[config.mk]
export PLATFORM = sky130hd
export DESIGN_NAME = spi_host_ctrl
export DESIGN_NICKNAME = d
export VERILOG_FILES = /design/src/rtl/spi_host_pkg.sv /design/src/rtl/spi_host_clkdiv.sv /design/src/rtl/spi_host_shifter.sv /design/src/rtl/spi_host_regs.sv /design/src/rtl/spi_host_ctrl.sv
export SDC_FILE = /design/constraint.sdc
export NUM_CORES = 1
export LEC_CHECK = 0
export BUFFER_PORTS_ARGS = -buffer_cell sky130_fd_sc_hd__buf_2
export CAP_MARGIN = 20
export CORE_MARGIN = 2
export CORE_UTILIZATION = 51
export DETAILED_ROUTE_END_ITERATION = 8
export PLACE_DENSITY_LB_ADDON = 0.08
export SLEW_MARGIN = 20
export SYNTH_ARGS = -nofsm -noshare
export SYNTH_HDL_FRONTEND = slang
export SYNTH_HIERARCHICAL = 1
export SYNTH_SLANG_ARGS = --single-unit
[constraint.sdc]
create_clock -name clk -period 4.75 [get_ports clk]
set_input_delay 1.1875 -clock clk [delete_from_list [all_inputs] [get_ports clk]]
set_output_delay 1.1875 -clock clk [all_outputs]
set_load 0.05 [all_outputs]
[src/rtl/spi_host_pkg.sv]
package spi_host_pkg;

   localparam logic [1:0] ADDR_CTRL = 2'd0;
   localparam logic [1:0] ADDR_STAT = 2'd1;
   localparam logic [1:0] ADDR_DATA = 2'd2;

   // control layout, bit 7 down to bit 0
   typedef struct packed {
      logic       irq_en;
      logic       enable;
      logic       wired_or;
      logic       host_sel;
      logic       cpol;
      logic       cpha;
      logic [1:0] rate;
   } ctrl_t;

   function automatic int unsigned max4(input int unsigned a, b, c, d);
      int unsigned m;
      m = a;
      if (b > m) m = b;
      if (c > m) m = c;
      if (d > m) m = d;
      return m;
   endfunction

endpackage

[src/rtl/spi_host_clkdiv.sv]
module spi_host_clkdiv #(
   parameter int unsigned HALF_R0 = 1,
   parameter int unsigned HALF_R1 = 2,
   parameter int unsigned HALF_R2 = 8,
   parameter int unsigned HALF_R3 = 16
) (
   input  logic       clk,
   input  logic       rst_n,
   input  logic       run,
   input  logic [1:0] rate,
   output logic       edge_stb
);
   localparam int unsigned HALF_MAX = spi_host_pkg::max4(HALF_R0, HALF_R1, HALF_R2, HALF_R3);
   localparam int unsigned CNT_W    = $clog2(HALF_MAX + 1);
   localparam int unsigned HALF_TAB [4] = '{HALF_R0, HALF_R1, HALF_R2, HALF_R3};

   for (genvar g = 0; g < 4; g++) begin : g_half_chk
      if (HALF_TAB[g] < 1) begin : g_bad
         $error("half-period for rate %0d must be at least one clock", g);
      end
   end

   logic [CNT_W-1:0] cnt_q;
   logic [CNT_W-1:0] half_m1;

   always_comb begin
      case (rate)
         2'd0:    half_m1 = CNT_W'(HALF_R0 - 1);
         2'd1:    half_m1 = CNT_W'(HALF_R1 - 1);
         2'd2:    half_m1 = CNT_W'(HALF_R2 - 1);
         default: half_m1 = CNT_W'(HALF_R3 - 1);
      endcase
   end

   assign edge_stb = run && (cnt_q >= half_m1);

   always_ff @(posedge clk or negedge rst_n) begin
      if (!rst_n) begin
         cnt_q <= '0;
      end else if (!run || edge_stb) begin
         cnt_q <= '0;
      end else begin
         cnt_q <= cnt_q + 1'b1;
      end
   end

endmodule

[src/rtl/spi_host_shifter.sv]
module spi_host_shifter #(
   parameter int unsigned FRAME_W = 8
) (
   input  logic               clk,
   input  logic               rst_n,
   input  logic               start,
   input  logic [FRAME_W-1:0] tx_byte,
   input  logic               cpha,
   input  logic               edge_stb,
   input  logic               miso,
   output logic               busy,
   output logic               sck_par,
   output logic               mosi,
   output logic               done,
   output logic [FRAME_W-1:0] rx_byte
);
   localparam int unsigned EDGES  = 2 * FRAME_W;
   localparam int unsigned EDGE_W = $clog2(EDGES);
   localparam logic [EDGE_W-1:0] LAST_EDGE = EDGE_W'(EDGES - 1);
   localparam logic [EDGE_W-1:0] PENULT    = EDGE_W'(EDGES - 2);

   if (FRAME_W < 2) begin : g_bad_frame
      $error("frame must hold at least two bits");
   end

   logic               busy_q;
   logic [EDGE_W-1:0]  edge_q;
   logic [FRAME_W-1:0] tx_sh;
   logic [FRAME_W-2:0] rx_sh;
   logic [FRAME_W-1:0] rx_hold;
   logic               mosi_q;

   logic lead, trail, last, sample, drive, final_sample;

   assign lead         = edge_stb && !edge_q[0];
   assign trail        = edge_stb &&  edge_q[0];
   assign last         = edge_stb && (edge_q == LAST_EDGE);
   assign sample       = cpha ? trail : lead;
   assign drive        = cpha ? lead  : (trail && !last);
   assign final_sample = sample && (edge_q >= PENULT);

   always_ff @(posedge clk or negedge rst_n) begin
      if (!rst_n) begin
         busy_q  <= 1'b0;
         edge_q  <= '0;
         tx_sh   <= '0;
         rx_sh   <= '0;
         rx_hold <= '0;
         mosi_q  <= 1'b0;
      end else if (start) begin
         busy_q <= 1'b1;
         edge_q <= '0;
         rx_sh  <= '0;
         if (!cpha) begin
            mosi_q <= tx_byte[FRAME_W-1];
            tx_sh  <= tx_byte << 1;
         end else begin
            tx_sh  <= tx_byte;
         end
      end else if (busy_q && edge_stb) begin
         edge_q <= last ? '0 : edge_q + 1'b1;
         if (sample) begin
            if (final_sample) begin
               rx_hold <= {rx_sh, miso};
            end else begin
               rx_sh <= {rx_sh[FRAME_W-3:0], miso};
            end
         end
         if (drive) begin
            mosi_q <= tx_sh[FRAME_W-1];
            tx_sh  <= tx_sh << 1;
         end
         if (last) begin
            busy_q <= 1'b0;
         end
      end
   end

   assign busy    = busy_q;
   assign sck_par = edge_q[0];
   assign mosi    = mosi_q;
   assign done    = busy_q && last;
   assign rx_byte = rx_hold;

endmodule

[src/rtl/spi_host_regs.sv]
module spi_host_regs
   import spi_host_pkg::*;
#(
   parameter int unsigned FRAME_W = 8
) (
   input  logic               clk,
   input  logic               rst_n,
   input  logic               bus_sel,
   input  logic               bus_wr,
   input  logic [1:0]         bus_addr,
   input  logic [FRAME_W-1:0] bus_wdata,
   input  logic               busy,
   input  logic               done,
   input  logic [FRAME_W-1:0] rx_byte,
   output logic [FRAME_W-1:0] bus_rdata,
   output logic               start,
   output logic               enable,
   output logic               irq_en,
   output logic               cpol,
   output logic               cpha,
   output logic [1:0]         rate,
   output logic               flag_done,
   output logic               flag_coll,
   output logic               irq
);
   if (FRAME_W < 8) begin : g_bad_width
      $error("register width must be at least eight bits");
   end

   ctrl_t ctrl_q;
   logic  done_q, coll_q;
   logic  arm_done_q, arm_coll_q;

   logic wr_ctrl, wr_data, rd_stat, rd_data;
   logic collide, data_touch;

   assign wr_ctrl    = bus_sel &&  bus_wr && (bus_addr == ADDR_CTRL);
   assign wr_data    = bus_sel &&  bus_wr && (bus_addr == ADDR_DATA);
   assign rd_stat    = bus_sel && !bus_wr && (bus_addr == ADDR_STAT);
   assign rd_data    = bus_sel && !bus_wr && (bus_addr == ADDR_DATA);
   assign start      = wr_data && ctrl_q.enable && !busy;
   assign collide    = wr_data && ctrl_q.enable &&  busy;
   assign data_touch = rd_data || (wr_data && ctrl_q.enable);

   always_ff @(posedge clk or negedge rst_n) begin
      if (!rst_n) begin
         ctrl_q <= '0;
      end else if (wr_ctrl) begin
         ctrl_q <= ctrl_t'(bus_wdata[7:0]);
      end
   end

   // flags: a set in the same cycle wins over the armed clear
   always_ff @(posedge clk or negedge rst_n) begin
      if (!rst_n) begin
         done_q <= 1'b0;
         coll_q <= 1'b0;
      end else begin
         done_q <= done    || (done_q && !(data_touch && arm_done_q));
         coll_q <= collide || (coll_q && !(data_touch && arm_coll_q));
      end
   end

   always_ff @(posedge clk or negedge rst_n) begin
      if (!rst_n) begin
         arm_done_q <= 1'b0;
         arm_coll_q <= 1'b0;
      end else if (rd_stat && (done_q || coll_q)) begin
         arm_done_q <= done_q;
         arm_coll_q <= coll_q;
      end else if (data_touch) begin
         arm_done_q <= 1'b0;
         arm_coll_q <= 1'b0;
      end
   end

   always_comb begin
      case (bus_addr)
         ADDR_CTRL: bus_rdata = FRAME_W'(ctrl_q);
         ADDR_STAT: bus_rdata = FRAME_W'({done_q, coll_q, 1'b0, 1'b0, 4'b0000});
         ADDR_DATA: bus_rdata = rx_byte;
         default:   bus_rdata = '0;
      endcase
   end

   assign enable    = ctrl_q.enable;
   assign irq_en    = ctrl_q.irq_en;
   assign cpol      = ctrl_q.cpol;
   assign cpha      = ctrl_q.cpha;
   assign rate      = ctrl_q.rate;
   assign flag_done = done_q;
   assign flag_coll = coll_q;
   assign irq       = done_q && ctrl_q.irq_en;

endmodule

[src/rtl/spi_host_ctrl.sv]
module spi_host_ctrl #(
   parameter int unsigned FRAME_W = 8,
   parameter int unsigned HALF_R0 = 1,
   parameter int unsigned HALF_R1 = 2,
   parameter int unsigned HALF_R2 = 8,
   parameter int unsigned HALF_R3 = 16
) (
   input  logic               clk,
   input  logic               rst_n,
   input  logic               bus_sel,
   input  logic               bus_wr,
   input  logic [1:0]         bus_addr,
   input  logic [FRAME_W-1:0] bus_wdata,
   output logic [FRAME_W-1:0] bus_rdata,
   output logic               sck,
   output logic               mosi,
   input  logic               miso,
   output logic               irq
);
   logic               start, busy, xfer_done, edge_stb, sck_par;
   logic               enable, irq_en, cpol, cpha;
   logic [1:0]         rate;
   logic               flag_done, flag_coll;
   logic [FRAME_W-1:0] rx_byte;

   spi_host_regs #(.FRAME_W(FRAME_W)) i_regs (
      .clk       (clk),
      .rst_n     (rst_n),
      .bus_sel   (bus_sel),
      .bus_wr    (bus_wr),
      .bus_addr  (bus_addr),
      .bus_wdata (bus_wdata),
      .busy      (busy),
      .done      (xfer_done),
      .rx_byte   (rx_byte),
      .bus_rdata (bus_rdata),
      .start     (start),
      .enable    (enable),
      .irq_en    (irq_en),
      .cpol      (cpol),
      .cpha      (cpha),
      .rate      (rate),
      .flag_done (flag_done),
      .flag_coll (flag_coll),
      .irq       (irq)
   );

   spi_host_clkdiv #(
      .HALF_R0 (HALF_R0),
      .HALF_R1 (HALF_R1),
      .HALF_R2 (HALF_R2),
      .HALF_R3 (HALF_R3)
   ) i_clkdiv (
      .clk      (clk),
      .rst_n    (rst_n),
      .run      (busy),
      .rate     (rate),
      .edge_stb (edge_stb)
   );

   spi_host_shifter #(.FRAME_W(FRAME_W)) i_shifter (
      .clk      (clk),
      .rst_n    (rst_n),
      .start    (start),
      .tx_byte  (bus_wdata),
      .cpha     (cpha),
      .edge_stb (edge_stb),
      .miso     (miso),
      .busy     (busy),
      .sck_par  (sck_par),
      .mosi     (mosi),
      .done     (xfer_done),
      .rx_byte  (rx_byte)
   );

   assign sck = cpol ^ (busy && sck_par);

endmodule

==> results summary, run 1 <==
Max-cap violations in this run came to 0. The global-route usage over all layers is a little under a fifth. The reg-to-reg endpoint is i_shifter/rx_byte[6].

For this run, the top clock speed supported by timing is ~310 MHz. The number of fill cells is approximately 440. The post-synthesis instance total is 222. For the worst setup path, the data arrival time is 2.05 ns. On the critical path, the stage with the largest delay is an instance of buf_2. The detailed-route DRC error count came out at 0. The final route contains between 1500 and 2000 vias. The number of unique standard cell types used by synthesis is 44. Counting tap cells, the placed design contains a total of around 310 instances. The total clock buffers created by CTS is 5. The top-area cell type share of the netlist area is approximately 46%.

The wire-length estimate of the detail-placed layout is between 3000 and 4000 microns. The number of buffers added on ports is 25. The static leakage power is between 1 and 1.5 nW.

In this run, post-CTS hold repair placed 0 buffers. The post-synthesis instance area came out at approximately 0.0025 sq mm. The number of antenna diodes in the final layout is 0. The deepest clock path buffer count came out at 2. The worst register-to-register path begins at i_regs/rate[1]. The worst-case reg-to-reg path depth is 8.

The sequential cell area in the final layout is approximately 0.0012 sq mm. The area fraction in compound gates after synthesis is around 8.4%. The remaining number of nets flagged by the antenna check after routing is 0. The synthesized-area fraction occupied by xor and xnor cells came out at ~2.1%. Yosys printed 6 warnings.

The number of antenna violations at the first check in global routing came out at 0. Measured along the x axis, the die boundary spans roughly 74 microns. The area of the core came out at between 0.004 and 0.005 sq mm. The worst setup path is captured at an output pin.

The mean instance size in the synthesized netlist is approximately 11 sq um. The number of nets handed over by synthesis was ~240. The transition at the pin with the smallest max-transition slack came out at ~1.0 ns. The synthesis-stage register bit count is 46. TritonCTS built the clock tree. The highest fanout seen on the critical path came out at 15. STA classifies the critical path startpoint as an input port.

The synthesized design spends more area on one cell type than any other, namely dfrtp_1. The clock latency at the later pin of the worst-skew pair came out at about 0.30 ns. The kind of path behind the tightest hold check is flop to flop. The number of global-route vias before repair came out at between 1500 and 2000. At the worst endpoint, the required time is 3.56 ns. The worst vdd rail ir drop came out at 0.0002615 V.

The overall power consumption is 0.001241 W. The simple logic cell fraction of the synthesized area came out at 16.87%. Cells with a size suffix above 1 make up between 20 and 30% of the layout. The number of post-CTS setup repair buffers came out at 0. Relative to the synthesized area, the layout overhead comes to 11.03%. The portion of synthesized area spent on multiplexers is 20.14%. The final-report max-slew violation count is 0.

The areal power density over the cells is 441.9 mW/mm^2. The library cell used as clock root buffer is clkbuf_8. Setup repair after global routing left no endpoint under its margin.

The post-detailed-placement cell area came out at about 0.0027 sq mm. The routed wire length came out at 4718 microns. The run finished with clean final reports. The multi-input gate area in the final layout came out at around 0.0013 sq mm. The worst hold path begins at i_shifter/tx_sh[6]. The number of hold violations in the final report is 0.

For hold timing, the worst endpoint is i_shifter/tx_sh[6]. Setup total negative slack on the finished layout was measured at 0 ns. The starting density of the core is between 50% and 60%. Clock-pin slew was measured on the worst setup and hold paths at approximately 0.090 ns.

After synthesis, the largest family of logic cells by area is multiplexers. The hold-critical path depth is 1. The pre-antenna-repair detailed-routing pass consisted of 4 iterations. Headroom to the max-slew limit came out at between 30% and 40%. The filler-free cell count of the finished design came out at roughly 310. The setup slack after layout came out at between 1.5 and 2 ns. Traced cell by cell, the critical path runs through buf_2 -> mux2i_1 -> o21ai_0 -> buf_2. The post-route clock skew came out at 0.006658 ns. The total die area is roughly 0.0055 sq mm.

Entering global routing, the biggest net connects 47 pins. The height of the die came out at around 74 microns. The final net count came out at about 270. The delay of the slowest critical-path stage is a little over 0.3 ns.

Sorting the synthesized cells by area gives the leading types as dfrtp_1, mux2i_1, mux2_2. The share of the yosys chip area belonging to registers is ~46%. The final-report setup violation count is 0.

Timing analysis after detailed placement gives a worst setup slack of ~1.5 ns. The total clock sinks is 46. The setup path with the least slack is of type input port to output pin. The wire length of the first global-routing pass came out at between 7000 and 8000 microns. The most numerous cell type found on the critical path is buf_2. The floorplan row count came out at 25.

The final critical delay including setup and external delays is 3.241 ns. The first-iteration detailed-routing DRC count is 59. The portion of the clock cycle consumed by the worst path in the final layout came out at 68.23%.

After routing the design area is 0.002808 sq mm. For this run the aggregate overflow at the end of global routing stands at 0. The routability congestion estimate is about 0.83. The total of cells resized after clock tree synthesis is 0.

Across all register-to-register paths, the minimum setup slack is around 1.8 ns. The I/O pin count is 26. The H-tree was split into 2 levels. The mean routed wirelength per cell came out at between 15 and 20 microns. Using the TritonRoute via totals, the vias-per-cell ratio works out to roughly 5.4.

The arithmetic-cell share of the synthesized area counting full adders, half adders and majority gates came out at under 10%.
-- cell type report --
cell class	instances	area share [%]
repair buffers	28	5.348
well taps	67	2.986
flip-flops and latches	46	41.00
multi-input cells	159	45.94
clock inverters	3	1.604
clock buffers	5	2.451
inverters	5	0.6684
-- synthesized netlist by cell type, drive strengths merged --
cell	n
nand4b	1
nor4	1
nor3	2
xnor2	1
or2	2
dfrtp	46
mux2i	22
ha	7
inv	5
and2	1
nand4	3
o21a	1
mux2	23
nor2	18
a21o	2
a21oi	14
buf	8
nand2b	9
nor3b	1
xor2	5
nor4b	3
nor2b	2
o21ai	4
a211oi	2
nand2	15
or3	2
and3	1
o2bb2ai	1
and3b	1
a2bb2oi	1
clkbuf	4
a32o	3
o211ai	1
and4bb	1
and4b	2
nand3	7
-- flip-flops by register name (all words and copies together), names as in the netlist, 2 cells and up --
name               count
i_regs/rate            2
i_shifter/rx_sh        7
i_shifter/tx_sh        8
i_clkdiv/cnt_q         5
i_shifter/rx_byte      8
i_regs/ctrl_q          2
i_shifter/edge_q       4
-- through the flow --
stage	utilization (%)	hold WS, ns
final	59.05	0.4988
after global routing	59.05	0.5144
after CTS	59.00	0.5038
after detailed placement	56.61	0.4826
after global placement	56.61	0.4755
after floorplan	-	0.4642
-- cell usage in the layout (no fill, tap or decap), types with 8 or more instances in the layout --
cell type / synthesis / final
dfrtp_1: 46 / 46
buf_2: 3 / 24
mux2i_1: 22 / 22
nor2_1: 18 / 17
nand2_1: 14 / 14
a21oi_1: 13 / 13
mux2_2: 12 / 12
nand2b_1: 9 / 9
mux2_4: 8 / 8
-- power breakdown --
group | switching, W | total [W] | internal, W | leakage (nW)
logic | 0.000214 | 0.000378 | 0.000165 | 0.671
registers | 0.000101 | 0.000571 | 0.000470 | 0.608
clock network | 0.000135 | 0.000291 | 0.000157 | 0.0504
-- worst max-delay path by stage --
stage	startpoint	end	depth (start not counted)
after floorplan	bus_addr[1]	bus_rdata[6]	3
after CTS	bus_addr[1]	bus_rdata[6]	4
after detailed placement	bus_addr[0]	i_shifter/rx_byte[5]	6
final	bus_addr[1]	bus_rdata[6]	4
after global routing	bus_addr[1]	bus_rdata[6]	4
after global placement	bus_addr[0]	i_shifter/rx_byte[5]	6
-- per-layer routing --
layer | vias up | GRT usage [%] | part of all wire, %
li1 | 832 | - | -
met1 | 825 | 27.73 | 51
met2 | 33 | 27.73 | 44
met3 | 4 | 5.014 | 4.2
met4 | 0 | 5.357 | 0.95
met5 | - | 0 | 0
-- worst max-delay path, delay by kind of cell --
kind | cells | cell delay [ns]
AOI/OAI and AO/OA | 1 | 0.15
buffers and inverters | 2 | 0.60
muxes | 1 | 0.12
-- kinds of logic (layout without fill, tap and decap cells) --
family | Yosys count | count (layout)
simple gates | 72 | 72
xor+xnor | 6 | 6
compound gates | 29 | 29
fa+ha+maj | 7 | 7
buf+inv | 17 | 41
flops | 46 | 46
mux | 45 | 45
Power figures use the tool's default switching activity.
==> run 2, diff against run 1 <==
Settings changed: ABC_AREA set to 1.
Clock period 4.75 ns to 3.1 ns, I/O delays scaled along.
==> run 2 against run 1 <==
Effect of this change:
- first-iteration DRC count increased by 110%
- worst hold slack worse by 0.014 ns
- clock-buffer cell count is 1 higher
- synthesized cell count is 43% higher
- combinational power grew to 2.6 times the previous value
- clock power rose by 26%
- core utilization shrank 2.4 points
- register-to-register slack lost 1.2 ns
- global-route usage is 0.56 points higher
- final cell count rose by 32%
- setup slack worse by 0.93 ns
- critical path type unchanged
==> results summary, run 2 <==
The flow ran to the end, and the final reports show no timing, DRC or antenna violations. The fraction of registers with async set or reset after synthesis was 100.0% (unchanged). The total half-perimeter wirelength after legalization and detailed placement is 3873 microns (+15%).

The critical path goes through buf_2 -> nor2_4 -> a22o_1 -> buf_2. The final critical delay including setup and external delays came out at ~2.5 ns. The horizontal die dimension is 75.59 microns (+1.6%).

The startpoint type of the worst setup path is an input port. The H-tree level count is 2 (unchanged). The floorplan row count was 26 (+4.0%). By instance count, the leading cell after synthesis is nand2_1. The global-route usage over all layers came out at 19.48% (+0.56 points).

The number of enable-type register cells in the synthesized netlist is 0 (unchanged). In the synthesized netlist, the cells that appear most often are nand2_1, dfrtp_1, inv_1, nand3_1, nor2_1. The post-synthesis instance total came to 318 (+43%). The detailed-route DRC error count came out at 0 (unchanged). The post-route clock skew is 0.005796 ns (-0.0008621 ns). The number of max-capacitance violations reported came out at 0 (unchanged). The remaining global-route overflow is 0 (unchanged). The max-slew headroom at the worst pin is 50.20% (+20 points). The synthesis-stage register bit count was 46 (unchanged).

The worst hold path begins at i_clkdiv/cnt_q[0]. The number of antenna violations at the first check in global routing is 0 (unchanged). The reg-to-reg endpoint is i_shifter/rx_sh[6]. The routability congestion estimate came out at 0.7790 (-5.7%). TritonCTS built the clock tree. The final-report setup violation count is 0 (unchanged). The area of the core came out at 0.005010 sq mm (+5.4%). The post-detailed-placement cell area came to 0.002751 sq mm (+2.2%). The endpoint kind of the worst setup timing path is an output pin. The areal power density over the cells came out at 809.9 mW/mm^2 (+83%).

The total of cells resized after clock tree synthesis is 0 (unchanged). For this design, the slowest cell found on the critical path is nor2_4. The remaining number of nets flagged by the antenna check after routing is 0 (unchanged). Leaving out fill and tap cells, the most frequent cell in the layout is nand2_1. In the layout the commonest cells are nand2_1, dfrtp_1, inv_1, nand3_1, buf_2.

The I/O pin count is 26 (unchanged). The path with the worst hold slack has its endpoint at i_clkdiv/cnt_q[0]. The number of unique standard cell types used by synthesis is 32 (-27%). The final net count came out at 365 (+37%). The final-report max-slew violation count came out at 0 (unchanged). Among the stages of the critical path, the cell type that occurs most often is buf_2. The height of the die is 75.59 microns (+1.6%).

The hold-critical path depth came out at 1 (unchanged). In the post-synthesis netlist, the biggest area contributors are dfrtp_1, nand2_1, nand3_1. The net count of the mapped netlist is 340 (+39%). The routed wire length came out at 5226 microns (+11%).

The kind of path behind the tightest hold check is flop to flop. The deepest clock path buffer count came to 2 (unchanged). The number of buffers added on ports came out at 25 (unchanged). The register-to-register setup slack came out at 0.62 ns (-1.15 ns).

The portion of the clock cycle consumed by the worst path in the final layout came out at about four fifths. The wire length of the first global-routing pass is 8273 microns (+7.0%). The mean instance size in the synthesized netlist came out at 8.219 sq um (-28%).

The data arrival at the endpoint of the critical path came to 1.74 ns (-0.31 ns). The largest net degree at the start of global routing came out at 31 (-34%). The maximum clock rate came out at approximately 400 MHz. The top flip-flop cell by instance count after synthesis is dfrtp_1. In this run the clock root is driven by a clkbuf_8. The number of fill cells came out at 515 (+18%). The mean routed wirelength per cell was 12.62 microns (-16%).

Setup repair after global routing left no endpoint under its margin. The clock latency at the later pin of the worst-skew pair came out at 0.30 ns (about the same). The total clock buffers created by CTS came to 5 (unchanged). The first-iteration detailed-routing DRC count came out at 122 (+110%). The quantity of hold-fixing buffers added after cts came to 0 (unchanged). The static leakage power came out at 1.533 nW (+15%). The total clock sinks came to 46 (unchanged).

The highest fanout seen on the critical path is 16 (+1). The required arrival time at the worst endpoint came out at 2.32 ns (-1.24 ns). The number of global-route vias before repair is 1670 (+5.1%). The clock transition at the registers of the reported paths came out at 0.08 ns (about the same). The vias after detailed routing came to 2027 (+20%). The iteration count of the initial detailed-routing pass came out at 4 (unchanged). The total die area is 0.005714 sq mm (+3.2%).

The number of post-CTS setup repair buffers is 0 (unchanged). The post-route cell area was 0.002838 sq mm (+1.1%). The average via count per standard cell is 4.896 (-9.5%). The category of the most critical setup path is input port to output pin. dfrtp_1 takes more of the synthesized area than any other cell. The worst vdd rail ir drop is 0.0005184 V (+98%). The antenna diode instance count came out at 0 (unchanged). The number of hold violations in the final report is 0 (unchanged).

The share of the yosys chip area belonging to registers is 44.04% (-1.5 points). The setup TNS is 0 ns (unchanged). The worst register-to-register path begins at i_regs/rate[0].

The top-area cell type share of the netlist area is 44.04% (-1.5 points). The transition at the pin with the smallest max-transition slack came out at 0.7470 ns (-0.2917 ns). The starting density of the core came out at 52.17% (-1.0 points). The delay of the slowest critical-path stage is 0.33 ns (+0.02 ns). The area added between synthesis and finish came out at 8.569%. The number of synthesis warnings came out at 6 (unchanged).

The worst-case reg-to-reg path depth is 12 (+4). The post-synthesis instance area came out at 0.002614 sq mm (+3.4%). The share of post-route cells with drive strength above 1 came out at 19.19% (-8.9 points).
## run 2: cell count changes after synthesis, sizes merged, moves of 3 or more
cell    before  now
nand3        7   35
a32o         3    0
inv          5   36
o21ai        4   26
nor2        18   29
clkbuf       4    1
nor4b        3    0
nand2       15   98
a22o         0    6
nand2b       9    0
a21oi       14    4
mux2        23    0
mux2i       22    6
buf          8   11
## run 2: worst max path at each step
stage | startpoint | to | slack (ns) | cells after the start
after floorplan | i_regs/rate[0] | i_shifter/rx_byte[6] | 0.76 | 14
after global placement | bus_addr[1] | bus_rdata[6] | 0.60 | 6
after detailed placement | bus_addr[0] | bus_rdata[2] | 0.59 | 4
after CTS | bus_addr[0] | bus_rdata[2] | 0.59 | 4
after global routing | i_regs/rate[1] | i_shifter/rx_sh[6] | 0.41 | 12
final | bus_addr[0] | bus_rdata[3] | 0.58 | 4
## run 2: cells by family (layout without fill, tap and decap cells)
group	Yosys count	in the layout	synth area share [%]
AO/OA/AOI/OAI	40	40	10.58
multiplexers	6	6	2.298
AND/OR/NAND/NOR	167	167	28.82
adder cells (fa/ha/maj)	7	7	3.351
XOR/XNOR	4	4	1.341
buffers and inverters	48	74	9.574
flip-flops	46	46	44.04
## run 2: per-stage QoR
| step | instances | power [W] | setup slack (ns) | hold WS [ns] | util, % |
|---|---|---|---|---|---|
| after floorplan | 318 | 0.001741 | 0.7594 | 0.4422 | - |
| after global placement | 406 | 0.001936 | 0.5993 | 0.4530 | 54.92 |
| after detailed placement | 406 | 0.001958 | 0.5895 | 0.4640 | 54.92 |
| after CTS | 414 | 0.002328 | 0.5878 | 0.4858 | 56.64 |
| after global routing | 414 | 0.002500 | 0.4054 | 0.5100 | 56.64 |
| final | 414 | 0.002298 | 0.5841 | 0.4852 | 56.64 |
## run 2: worst max-delay path: cells and delay by family
kind / cells / cell delay (ns)
compound gates: 1 / 0.23
simple gates: 1 / 0.33
buf+inv: 2 / 0.40
## run 2: where the power goes
group / total, W / switching, W / internal, W / leakage, nW
logic: 0.000980 / 0.000649 / 0.000331 / 0.888
registers: 0.000951 / 0.000161 / 0.000791 / 0.600
clock network: 0.000367 / 0.000208 / 0.000159 / 0.0452
## run 2: per-layer routing
metal	routed length (microns)	GRT usage, %	vias up
met5	0	0	-
met4	61	6.433	0
met3	170	2.778	5
met2	2275	27.73	27
met1	2718	30.37	924
li1	-	-	1071
## run 2: layout make-up
| cell class | count | area, sq um | share of cell area, % |
|---|---|---|---|
| Clock buffer | 6 | 72.57 | 2.557 |
| Clock inverter | 2 | 13.76 | 0.4850 |
| Inverter | 36 | 137.6 | 4.850 |
| Multi-Input combinational cell | 224 | 1212 | 42.72 |
| Sequential cell | 46 | 1151 | 40.56 |
| Tap cell | 70 | 87.58 | 3.086 |
| Timing Repair Buffer | 30 | 162.7 | 5.732 |
==> run 3, diff against run 2 <==
Clock period 3.1 ns to 2.1 ns, I/O delays scaled along.
==> run 3 against run 2 <==
Effect of this change:
- the flow now finishes with violations (setup timing)
- routed wire length increased by 13%
- first-iteration DRC count decreased by 8.2%
- critical path depth increased by 9
- design area increased by 16%
- non-clock buffer count increased by 29
- sequential power increased by 45%
- clock power increased by 80%
- global-route usage increased by 2.1 points
- flip-flop and latch count unchanged
- combinational power increased by 150%
==> results summary, run 3 (synthesized netlist as in run 2, its figures left out) <==
The start point of the critical path is i_regs/rate[0]. The post-route cell area is 0.003278 sq mm (+16%). The number of fill cells was 462 (-10%).

The area of the core is 0.005010 sq mm (unchanged). The iteration count of the initial detailed-routing pass came out at 4 (unchanged). The share of post-route cells with drive strength above 1 was 32.27% (+13 points). The pre-CTS setup slack came out at -0.1162 ns (-0.7057 ns).

The routed wire length came out at 5925 microns (+13%). The H-tree level count is 2 (unchanged). The horizontal die dimension came to 75.59 microns (unchanged). The clock transition at the registers of the reported paths was 0.09 ns (about the same). The portion of the clock cycle consumed by the worst path in the final layout came out at 104.0%.

The clock latency at the later pin of the worst-skew pair was 0.30 ns (about the same). The required arrival time at the worst endpoint is 2.33 ns (about the same). The highest fanout seen on the critical path was 8 (-8). The signal on the critical path passes through or2_4 -> ha_4 -> inv_2 -> nand2_2 -> nand3_2 -> a21boi_2 -> buf_6 -> nand2_4 -> o21ai_4 -> buf_6 -> buf_6 -> nand3_2 -> nand2_1. TritonCTS built the clock tree.

The setup TNS is -0.8792 ns (-0.8792 ns). The category of the most critical setup path is flop to flop. The height of the die was 75.59 microns (unchanged).

The starting density of the core is 52.17% (unchanged). The data arrival at the endpoint of the critical path is 2.42 ns (+0.68 ns). The number of hold violations in the final report is 0 (unchanged). The post-detailed-placement cell area came out at 0.002967 sq mm (+7.8%). Among the stages of the critical path, the cell type that occurs most often is buf_6. The number of global-route vias before repair is 1965 (+18%). The mean routed wirelength per cell is 13.31 microns (+5.5%). The routability congestion estimate came out at 0.8015 (+2.9%). In this run the critical register-to-register path is captured at i_shifter/rx_sh[2].

The I/O pin count is 26 (unchanged). The number of buffers added on ports is 25 (unchanged). The wire length of the first global-routing pass was 9156 microns (+11%). The overall power consumption was 0.004454 W (+94%).

The worst setup path is captured at a flop. The register-to-register setup slack is -0.08 ns (-0.70 ns). The total die area came to 0.005714 sq mm (unchanged).

The worst vdd rail ir drop came out at 0.0008207 V (+58%). Setup repair after global routing could not meet its margin everywhere. The number of antenna violations at the first check in global routing is 0 (unchanged). The area added between synthesis and finish is 25.42%.

The final-report setup violation count came out at 23 (+23). The delay of the slowest critical-path stage is 0.40 ns (+0.07 ns). The total clock sinks came out at 46 (unchanged).

The total half-perimeter wirelength after legalization and detailed placement is 4169 microns (+7.6%). The post-route clock skew is 0.007660 ns (+0.001864 ns). The vias after detailed routing came out at 2209 (+9.0%). The transition at the pin with the smallest max-transition slack came to 0.6071 ns (-0.1398 ns). The deepest clock path buffer count came to 2 (unchanged). The remaining global-route overflow came out at 0 (unchanged). The top cell types in the final layout, fill and taps aside, are nand2_1, dfrtp_1, inv_1, buf_4, nand3_1. The average via count per standard cell came out at 4.964 (+1.4%). The static leakage power is 1.744 nW (+14%). The antenna diode instance count came to 0 (unchanged). The setup slack after layout came out at -0.08487 ns (-0.6690 ns). The areal power density over the cells is 1359 mW/mm^2 (+68%). The run finished, with violations left.

The number of max-capacitance violations reported came out at 0 (unchanged). The checks that failed: setup timing. The final critical delay including setup and external delays came out at 2.185 ns. In this run the worst setup path terminates at i_shifter/rx_sh[2]. In this run the critical register-to-register path is launched from i_regs/rate[0]. The total clock buffers created by CTS came out at 5 (unchanged). The tree is rooted in a clkbuf_8. The first-iteration detailed-routing DRC count is 112 (-8.2%).

The kind of path behind the tightest hold check is input port to asynchronous set/reset pin. The final net count is 396 (+8.5%). The remaining number of nets flagged by the antenna check after routing was 0 (unchanged). The detailed-route DRC error count is 0 (unchanged). The maximum clock rate is approximately 460 MHz.

The global-route usage over all layers is 21.55% (+2.1 points). The final-report max-slew violation count came out at 0 (unchanged). On the critical path, the stage with the largest delay is an instance of dfrtp_1. The largest net degree at the start of global routing came to 28 (-9.7%). The floorplan row count is 26 (unchanged). The startpoint type of the worst setup path is a flop.

The max-slew headroom at the worst pin came out at 59.52% (+9.3 points). The worst-case reg-to-reg path depth came out at 13 (+1). The quantity of hold-fixing buffers added after cts came out at 0 (unchanged). The library cell used most frequently in the layout, excluding fill and tap cells, is nand2_1.
run 3: cell count changes in the layout (fill, tap and decap cells not counted), sizes merged:
cell	delta
clkbuf	+1
buf	+29
bufinv	+1
nand2	+2
clkinv	-2
run 3: metrics by stage:
step | utilization [%] | instances | hold slack, ns
finish | 65.43 | 445 | 0.2230
global route | 65.43 | 445 | 0.2679
CTS | 63.54 | 442 | 0.2420
detailed placement | 59.22 | 430 | 0.4580
global placement | 59.22 | 430 | 0.4537
floorplan | - | 318 | 0.2294
run 3: power by group:
part	total, W	leakage (nW)	internal [W]	switching [W]
logic	0.00242	1.09	0.00101	0.00140
clock network	0.000659	0.0524	0.000357	0.000303
registers	0.00138	0.600	0.00117	0.000209
total	0.00445	1.74	0.00254	0.00191
run 3: worst min path at each step:
| stage | slack [ns] | from | cells after the start | endpoint |
|---|---|---|---|---|
| floorplan | 0.23 | rst_n | 0 | i_clkdiv/cnt_q[0] |
| global placement | 0.45 | i_shifter/mosi | 2 | i_shifter/mosi |
| detailed placement | 0.46 | i_shifter/mosi | 2 | i_shifter/mosi |
| CTS | 0.24 | rst_n | 1 | i_shifter/rx_byte[6] |
| global route | 0.27 | rst_n | 1 | i_shifter/rx_byte[7] |
| finish | 0.22 | rst_n | 1 | i_clkdiv/cnt_q[2] |
run 3: cell type report:
class                   instances  area (sq um)  share of cell area (%)
clock buffers                   7         76.32                   2.328
clock inverters                 1         30.03                  0.9160
inverters                      36         137.6                   4.198
multi-input cells             226          1379                   42.06
flip-flops and latches         46          1151                   35.11
well taps                      70         87.58                   2.672
repair buffers                 59         416.7                   12.71
run 3: repair_timing:
| action | in CTS | in global routing |
|---|---|---|
| gates cloned | 1 | 1 |
| setup endpoints to repair | 24 | 28 |
| setup buffers | 3 | 2 |
| gates resized for setup | 20 | 13 |
| pin swaps | 10 | 7 |
run 3: layer usage:
metal	wire length [microns]	vias to the layer above	share of wire (%)	GRT usage, %
met5	0	-	0	0
met4	80	0	1.4	5.263
met3	194	7	3.3	3.968
met2	2946	38	50	34.49
met1	2703	1029	46	30.53
li1	-	1135	-	-
run 3: critical path, delay by kind of cell (launching register included):
family / cells / cell delay [ns]
DFF: 1 / 0.40
and+or+nand+nor: 6 / 0.59
AOI/OAI and AO/OA: 2 / 0.36
adders and majority gates: 1 / 0.26
buffers and inverters: 4 / 0.50
